--- config.mk ---
export PLATFORM = sky130hd
export DESIGN_NAME = evrec_ctl
export DESIGN_NICKNAME = d
export VERILOG_FILES = /design/src/rtl/evrec_pkg.sv /design/src/rtl/evrec_ctl.sv
export SDC_FILE = /design/constraint.sdc
export NUM_CORES = 1
export LEC_CHECK = 0
export CORE_MARGIN = 1.5
export CORE_UTILIZATION = 60
export DETAILED_ROUTE_END_ITERATION = 10
export GPL_TIMING_DRIVEN = 0
export HOLD_SLACK_MARGIN = 0.12
export PLACE_DENSITY = 0.95
export SKIP_LAST_GASP = 1
export SYNTH_ARGS = -nofsm -noshare
export SYNTH_HDL_FRONTEND = slang
export SYNTH_SLANG_ARGS = --single-unit
--- constraint.sdc ---
create_clock -name clk -period 16.5 [get_ports clk]
set_clock_uncertainty 0.05 [all_clocks]
set_input_delay 4.125 -clock clk [delete_from_list [all_inputs] [get_ports clk]]
set_output_delay 4.125 -clock clk [all_outputs]
set_load 0.01 [all_outputs]
--- src/rtl/evrec_pkg.sv ---
package evrec_pkg;

  localparam int unsigned HDR_BYTES = 12;
  localparam int unsigned TRL_BYTES = 4;

  typedef struct packed {
    logic [2:0]  fmt_hdr;
    logic [4:0]  fmt_obj;
    logic [7:0]  hdr_words;
    logic [7:0]  obj_words;
    logic [7:0]  dtype;
    logic [7:0]  bunch;
    logic [15:0] rot;
    logic [7:0]  status;
  } evrec_hdr_t;

  typedef struct packed {
    logic trl;
    logic par_even;
    logic par_odd;
    logic pad;
    logic len;
    logic big;
    logic reframe;
  } evrec_err_t;

endpackage

--- src/rtl/evrec_ctl.sv ---
module evrec_ctl
  import evrec_pkg::*;
#(
  parameter int unsigned CNT_W     = 8,
  parameter int unsigned MAX_BYTES = 4096,
  parameter int unsigned ALIGN     = 16,
  localparam int unsigned IW  = $clog2(MAX_BYTES + 1),
  localparam int unsigned TPW = CNT_W + 8 + 3,
  localparam int unsigned AW  = $clog2(ALIGN)
) (
  input  logic             clk,
  input  logic             rst_n,
  input  logic             byte_vld,
  input  logic [7:0]       byte_data,
  input  logic             evt_begin,
  input  logic             evt_end,
  input  logic [CNT_W-1:0] obj_count,
  input  logic [7:0]       olen,
  input  logic [7:0]       bunch,
  input  logic [7:0]       dtype,
  input  logic [1:0][7:0]  par,
  output logic             in_rec,
  output logic             hdr_en,
  output logic [3:0]       hdr_pos,
  output logic             par_clr,
  output logic             par_en,
  output logic             par_lane,
  output evrec_err_t       errs,
  output logic             done
);

  logic             in_rec_q, in_rec_d;
  logic [IW-1:0]    idx_q, idx_d;
  logic [CNT_W-1:0] cnt_q, cnt_d;
  logic             trl_q, trl_d, pe_q, pe_d, po_q, po_d, pad_q, pad_d, big_q, big_d;
  evrec_err_t       err_q, err_d;
  logic             done_q, done_d;

  logic [TPW-1:0] prod, tpos, idx_w;
  logic           byte_ok, take, over, len_bad;

  assign prod    = TPW'(cnt_q) * TPW'(olen);
  assign tpos    = TPW'(HDR_BYTES) + (prod << 2);
  assign idx_w   = TPW'(idx_q);
  assign byte_ok = byte_vld && in_rec_q && !evt_begin && !evt_end;
  assign take    = byte_ok && (idx_q < IW'(MAX_BYTES));
  assign over    = byte_ok && !take;
  assign len_bad = (idx_q[AW-1:0] != '0) || (idx_w < tpos + TPW'(TRL_BYTES));

  always_comb begin
    in_rec_d = in_rec_q;
    idx_d    = idx_q;
    cnt_d    = cnt_q;
    trl_d    = trl_q;
    pe_d     = pe_q;
    po_d     = po_q;
    pad_d    = pad_q;
    big_d    = big_q;
    err_d    = err_q;
    done_d   = 1'b0;
    if (evt_begin) begin
      if (in_rec_q) begin
        err_d  = '{trl_q, pe_q, po_q, pad_q, len_bad, big_q, 1'b1};
        done_d = 1'b1;
      end
      in_rec_d = 1'b1;
      idx_d    = '0;
      cnt_d    = obj_count;
      trl_d    = 1'b0;
      pe_d     = 1'b0;
      po_d     = 1'b0;
      pad_d    = 1'b0;
      big_d    = 1'b0;
    end else if (evt_end && in_rec_q) begin
      err_d    = '{trl_q, pe_q, po_q, pad_q, len_bad, big_q, 1'b0};
      done_d   = 1'b1;
      in_rec_d = 1'b0;
    end else if (take) begin
      idx_d = idx_q + 1'b1;
      if (idx_w == tpos) begin
        if (byte_data != bunch) trl_d = 1'b1;
      end else if (idx_w == tpos + TPW'(1)) begin
        if (byte_data != dtype) trl_d = 1'b1;
      end else if (idx_w == tpos + TPW'(2)) begin
        if (byte_data != par[0]) pe_d = 1'b1;
      end else if (idx_w == tpos + TPW'(3)) begin
        if (byte_data != par[1]) po_d = 1'b1;
      end else if (idx_w > tpos) begin
        if (byte_data != 8'd0) pad_d = 1'b1;
      end
    end else if (over) begin
      big_d = 1'b1;
    end
  end

  always_ff @(posedge clk or negedge rst_n) begin
    if (!rst_n) begin
      in_rec_q <= 1'b0;
      idx_q    <= '0;
      cnt_q    <= '0;
      trl_q    <= 1'b0;
      pe_q     <= 1'b0;
      po_q     <= 1'b0;
      pad_q    <= 1'b0;
      big_q    <= 1'b0;
      err_q    <= '0;
      done_q   <= 1'b0;
    end else begin
      in_rec_q <= in_rec_d;
      idx_q    <= idx_d;
      cnt_q    <= cnt_d;
      trl_q    <= trl_d;
      pe_q     <= pe_d;
      po_q     <= po_d;
      pad_q    <= pad_d;
      big_q    <= big_d;
      err_q    <= err_d;
      done_q   <= done_d;
    end
  end

  assign in_rec   = in_rec_q;
  assign hdr_en   = take && (idx_q < IW'(HDR_BYTES));
  assign hdr_pos  = idx_q[3:0];
  assign par_clr  = evt_begin;
  assign par_en   = take && (idx_w < tpos);
  assign par_lane = idx_q[0];
  assign errs     = err_q;
  assign done     = done_q;

endmodule

==> results.tsv <==
stage	metric	value	unit
status	status	finished, final reports clean	
hold_path	worst hold path class	reg -> reg	
cts	# resized after CTS	0	
route	Vias per Instance	5.838	
cts	clock slew at reported path FFs	80	ps
logic_synthesis	Post-Syn Area	5228	µm²
pwr	Max VDD drop	87.54	µV
die	die height	96.34	µm
logic_synthesis	Netlist cell types	66	
timing	Fin. Hold Viols	0	
pwr	Final Power	0.9097	mW
route	Total Wirelength	12670	µm
worst_setup_path	CP endpoint kind	primary output	
die	I/O pin total	78	
timing	Least-Margin Pin Slew	964.6	ps
die	Cell Rows	33	
final_layout	layout cells sized above 1	5.961	%
logic_synthesis	synth warn	0	
cts	TritonCTS Sinks	35	
global_route	global-route usage over all layers	29.59	%
cts	cts hold-fix bufs	0	
worst_setup_path	worst-path fanout max	8	
global_route	initial antenna violation count	0	
logic_synthesis	Post-synth EDFFs	0	
global_route	total gr overflow	0	
timing	Final Critical Period	14920	ps
timing	slew margin rel.	35.16	%
die	Chip Width	96.34	µm
cts	CTS tree	built	
timing	Final period util	90.43	%
timing	FMAX	67.02	MHz
logic_synthesis	top-area cell type share of the netlist area	16.75	%
logic_synthesis	Seq cells post-synth	35	
die	total core area	8341	µm²
cts	root buf cell	clkbuf_8	
placement	DP HPWL	10210	µm
final_layout	Final nets	830	
cts	clk buf depth	2	
logic_synthesis	total nets after synthesis	754	
cts	postcts setup bufs	0	
cts	H-Tree Depth	2	
worst_setup_path	Worst Setup Start Kind	input pin	
logic_synthesis	most common cell in the netlist	ha_1	
worst_setup_path	Critical Path AT	10750	ps
global_route	global-route wire length before repair	21400	µm
timing	unrepaired setup endpoints after global routing	no	
logic_synthesis	Top FF cell, synth	dfrtp_1	
timing	Hold WS	433.8	ps
die	starting density of the core	62.68	%
placement	Placer Congestion	0.8568	
logic_synthesis	register area share after synthesis	16.75	%
worst_setup_path	worst path required time	12330	ps
die	die area	9281	µm²
timing	final setup fails	0	
route	via count	4530	
placement	Setup WS pre-CTS	1631	ps
logic_synthesis	Syn Inst Count	594	
pwr	Leak	2.828	nW
global_route	vias in the first global route	4801	
final_layout	P&R area growth vs syn	17.83	%
route	number of remaining DRC errors	0	
placement	IO Port Bufs	69	
cts	clk_lat worst skew	300	ps
logic_synthesis	Post-Syn Area per Cell	8.801	µm²
route	Pre-antenna DRT Iters	4	
cts	Num CTS Buffers	5	
logic_synthesis	Synth area leaders	dfrtp_1 17%, ha_1 15%, fa_1 14%	
route	drt first-iter violations	183	
logic_synthesis	Yosys top cell by area	dfrtp_1	
timing	Final WS setup	1579	ps
pwr	power density cells	147.7	nW/µm²
final_layout	ant diodes	0	
route	Routed Antenna Nets	0	
logic_synthesis	ys async rst share	100.0	%
timing	fin. max-slew vios	0	
timing	total negative setup slack	0	ps
global_route	largest net degree at the start of global routing	36	
route	routed length per placed instance	16.33	µm
logic_synthesis	most frequent cells after synthesis	63 x ha_1, 59 x inv_1, 56 x and2_1, 56 x nand2_1, 37 x xnor2_1	
worst_setup_path	CP Class	in -> out	
flow_run	Max Cap Viol	0	
## power by group
group          switching (mW)  internal [mW]
Clock                  0.0358         0.0455
Sequential            0.00626         0.0884
Combinational           0.436          0.298
## worst max-delay path, stage by stage
cell and delay [ps]:
clkdlybuf4s50_1 560, and2_1 240, fa_1 550, fa_1 450, fa_1 550, inv_1 60
fa_1 550, inv_1 50, ha_1 380, and3_1 240, a221oi_2 280, xnor2_1 270
nand4_1 190, xor2_1 320, inv_1 130, ha_1 300, and3_1 200, a221oi_1 250
o21ai_0 160, and3_1 210, nor2b_1 100, clkdlybuf4s50_1 570
## per-stage QoR
step | instance area, µm² | utilization, % | cells
after global routing | 6160 | 73.85 | 776
after detailed placement | 6045 | 72.47 | 768
after global placement | 6050 | 72.53 | 768
final | 6160 | 73.85 | 776
after CTS | 6160 | 73.85 | 776
after floorplan | 5228 | - | 594
## area by class of cell
| type | instances | area (µm²) |
|---|---|---|
| Tap cell | 105 | 131.4 |
| Clock inverter | 3 | 46.29 |
| Inverter | 61 | 229.0 |
| Buffer | 18 | 86.33 |
| Multi-Input combinational cell | 480 | 4036 |
| Fill cell | 559 | 2181 |
| Clock buffer | 5 | 68.82 |
| Timing Repair Buffer | 69 | 685.7 |
| Sequential cell | 35 | 875.8 |
## path summary, 6_finish.rpt
path,startpoint,to,slack (ps),cells after the start
max,olen[4],par_en,1580,22
min,po_q,errs[4],430,2
max reg2reg,cnt_q[1],po_q,10080,21
min reg2reg,po_q,errs[4],430,2
max in group asynchronous,rst_n,cnt_q[5],12040,1
min in group asynchronous,rst_n,in_rec,3850,1
## registers in the layout, summed over array words and instances (netlist names)
register	count
idx_q	13
pad_q	1
big_q	1
done	1
cnt_q	8
po_q	1
in_rec	1
pe_q	1
errs	7
trl_q	1
## routing by layer
layer | vias to the layer above | GRT usage, % | share of wire [%]
met5 | - | 0 | 0
li1 | 2156 | - | -
met1 | 2162 | 32.28 | 38
met3 | 41 | 5.924 | 6.1
met2 | 171 | 56.28 | 53
met4 | 0 | 10.27 | 2.6
## logic make-up (layout without fill, tap and decap cells)
group | count (synthesis) | count (layout) | share of synthesized area, %
compound gates | 81 | 81 | 11.03
buf+inv | 79 | 156 | 6.031
simple gates | 217 | 217 | 22.81
flops | 35 | 35 | 16.75
xor+xnor | 72 | 72 | 12.21
fa+ha+maj | 99 | 99 | 28.87
mux | 11 | 11 | 2.298
## cells in the final DEF, fill, tap and decap left out, drive strengths merged, types with 3 or more instances in the layout
cell	Yosys	routed
nor2	31	31
mux2	8	8
and3	6	6
fa	36	36
a21o	6	6
a41oi	4	4
dfrtp	35	35
mux2i	3	3
and2	56	56
o2111ai	3	3
a21oi	17	17
or3	7	7
nand2b	4	4
xnor2	38	38
o21a	6	6
nor4	11	11
nor3	7	7
clkbuf	12	17
or2	4	4
clkdlybuf4s50	0	68
ha	63	63
buf	6	7
o21ai	19	19
nand2	56	56
nand3	8	8
inv	60	61
o211ai	5	5
xor2	34	34
nand4	13	13
a21boi	3	3
nor2b	5	5
No activity file was read; power rests on OpenSTA's default activity.
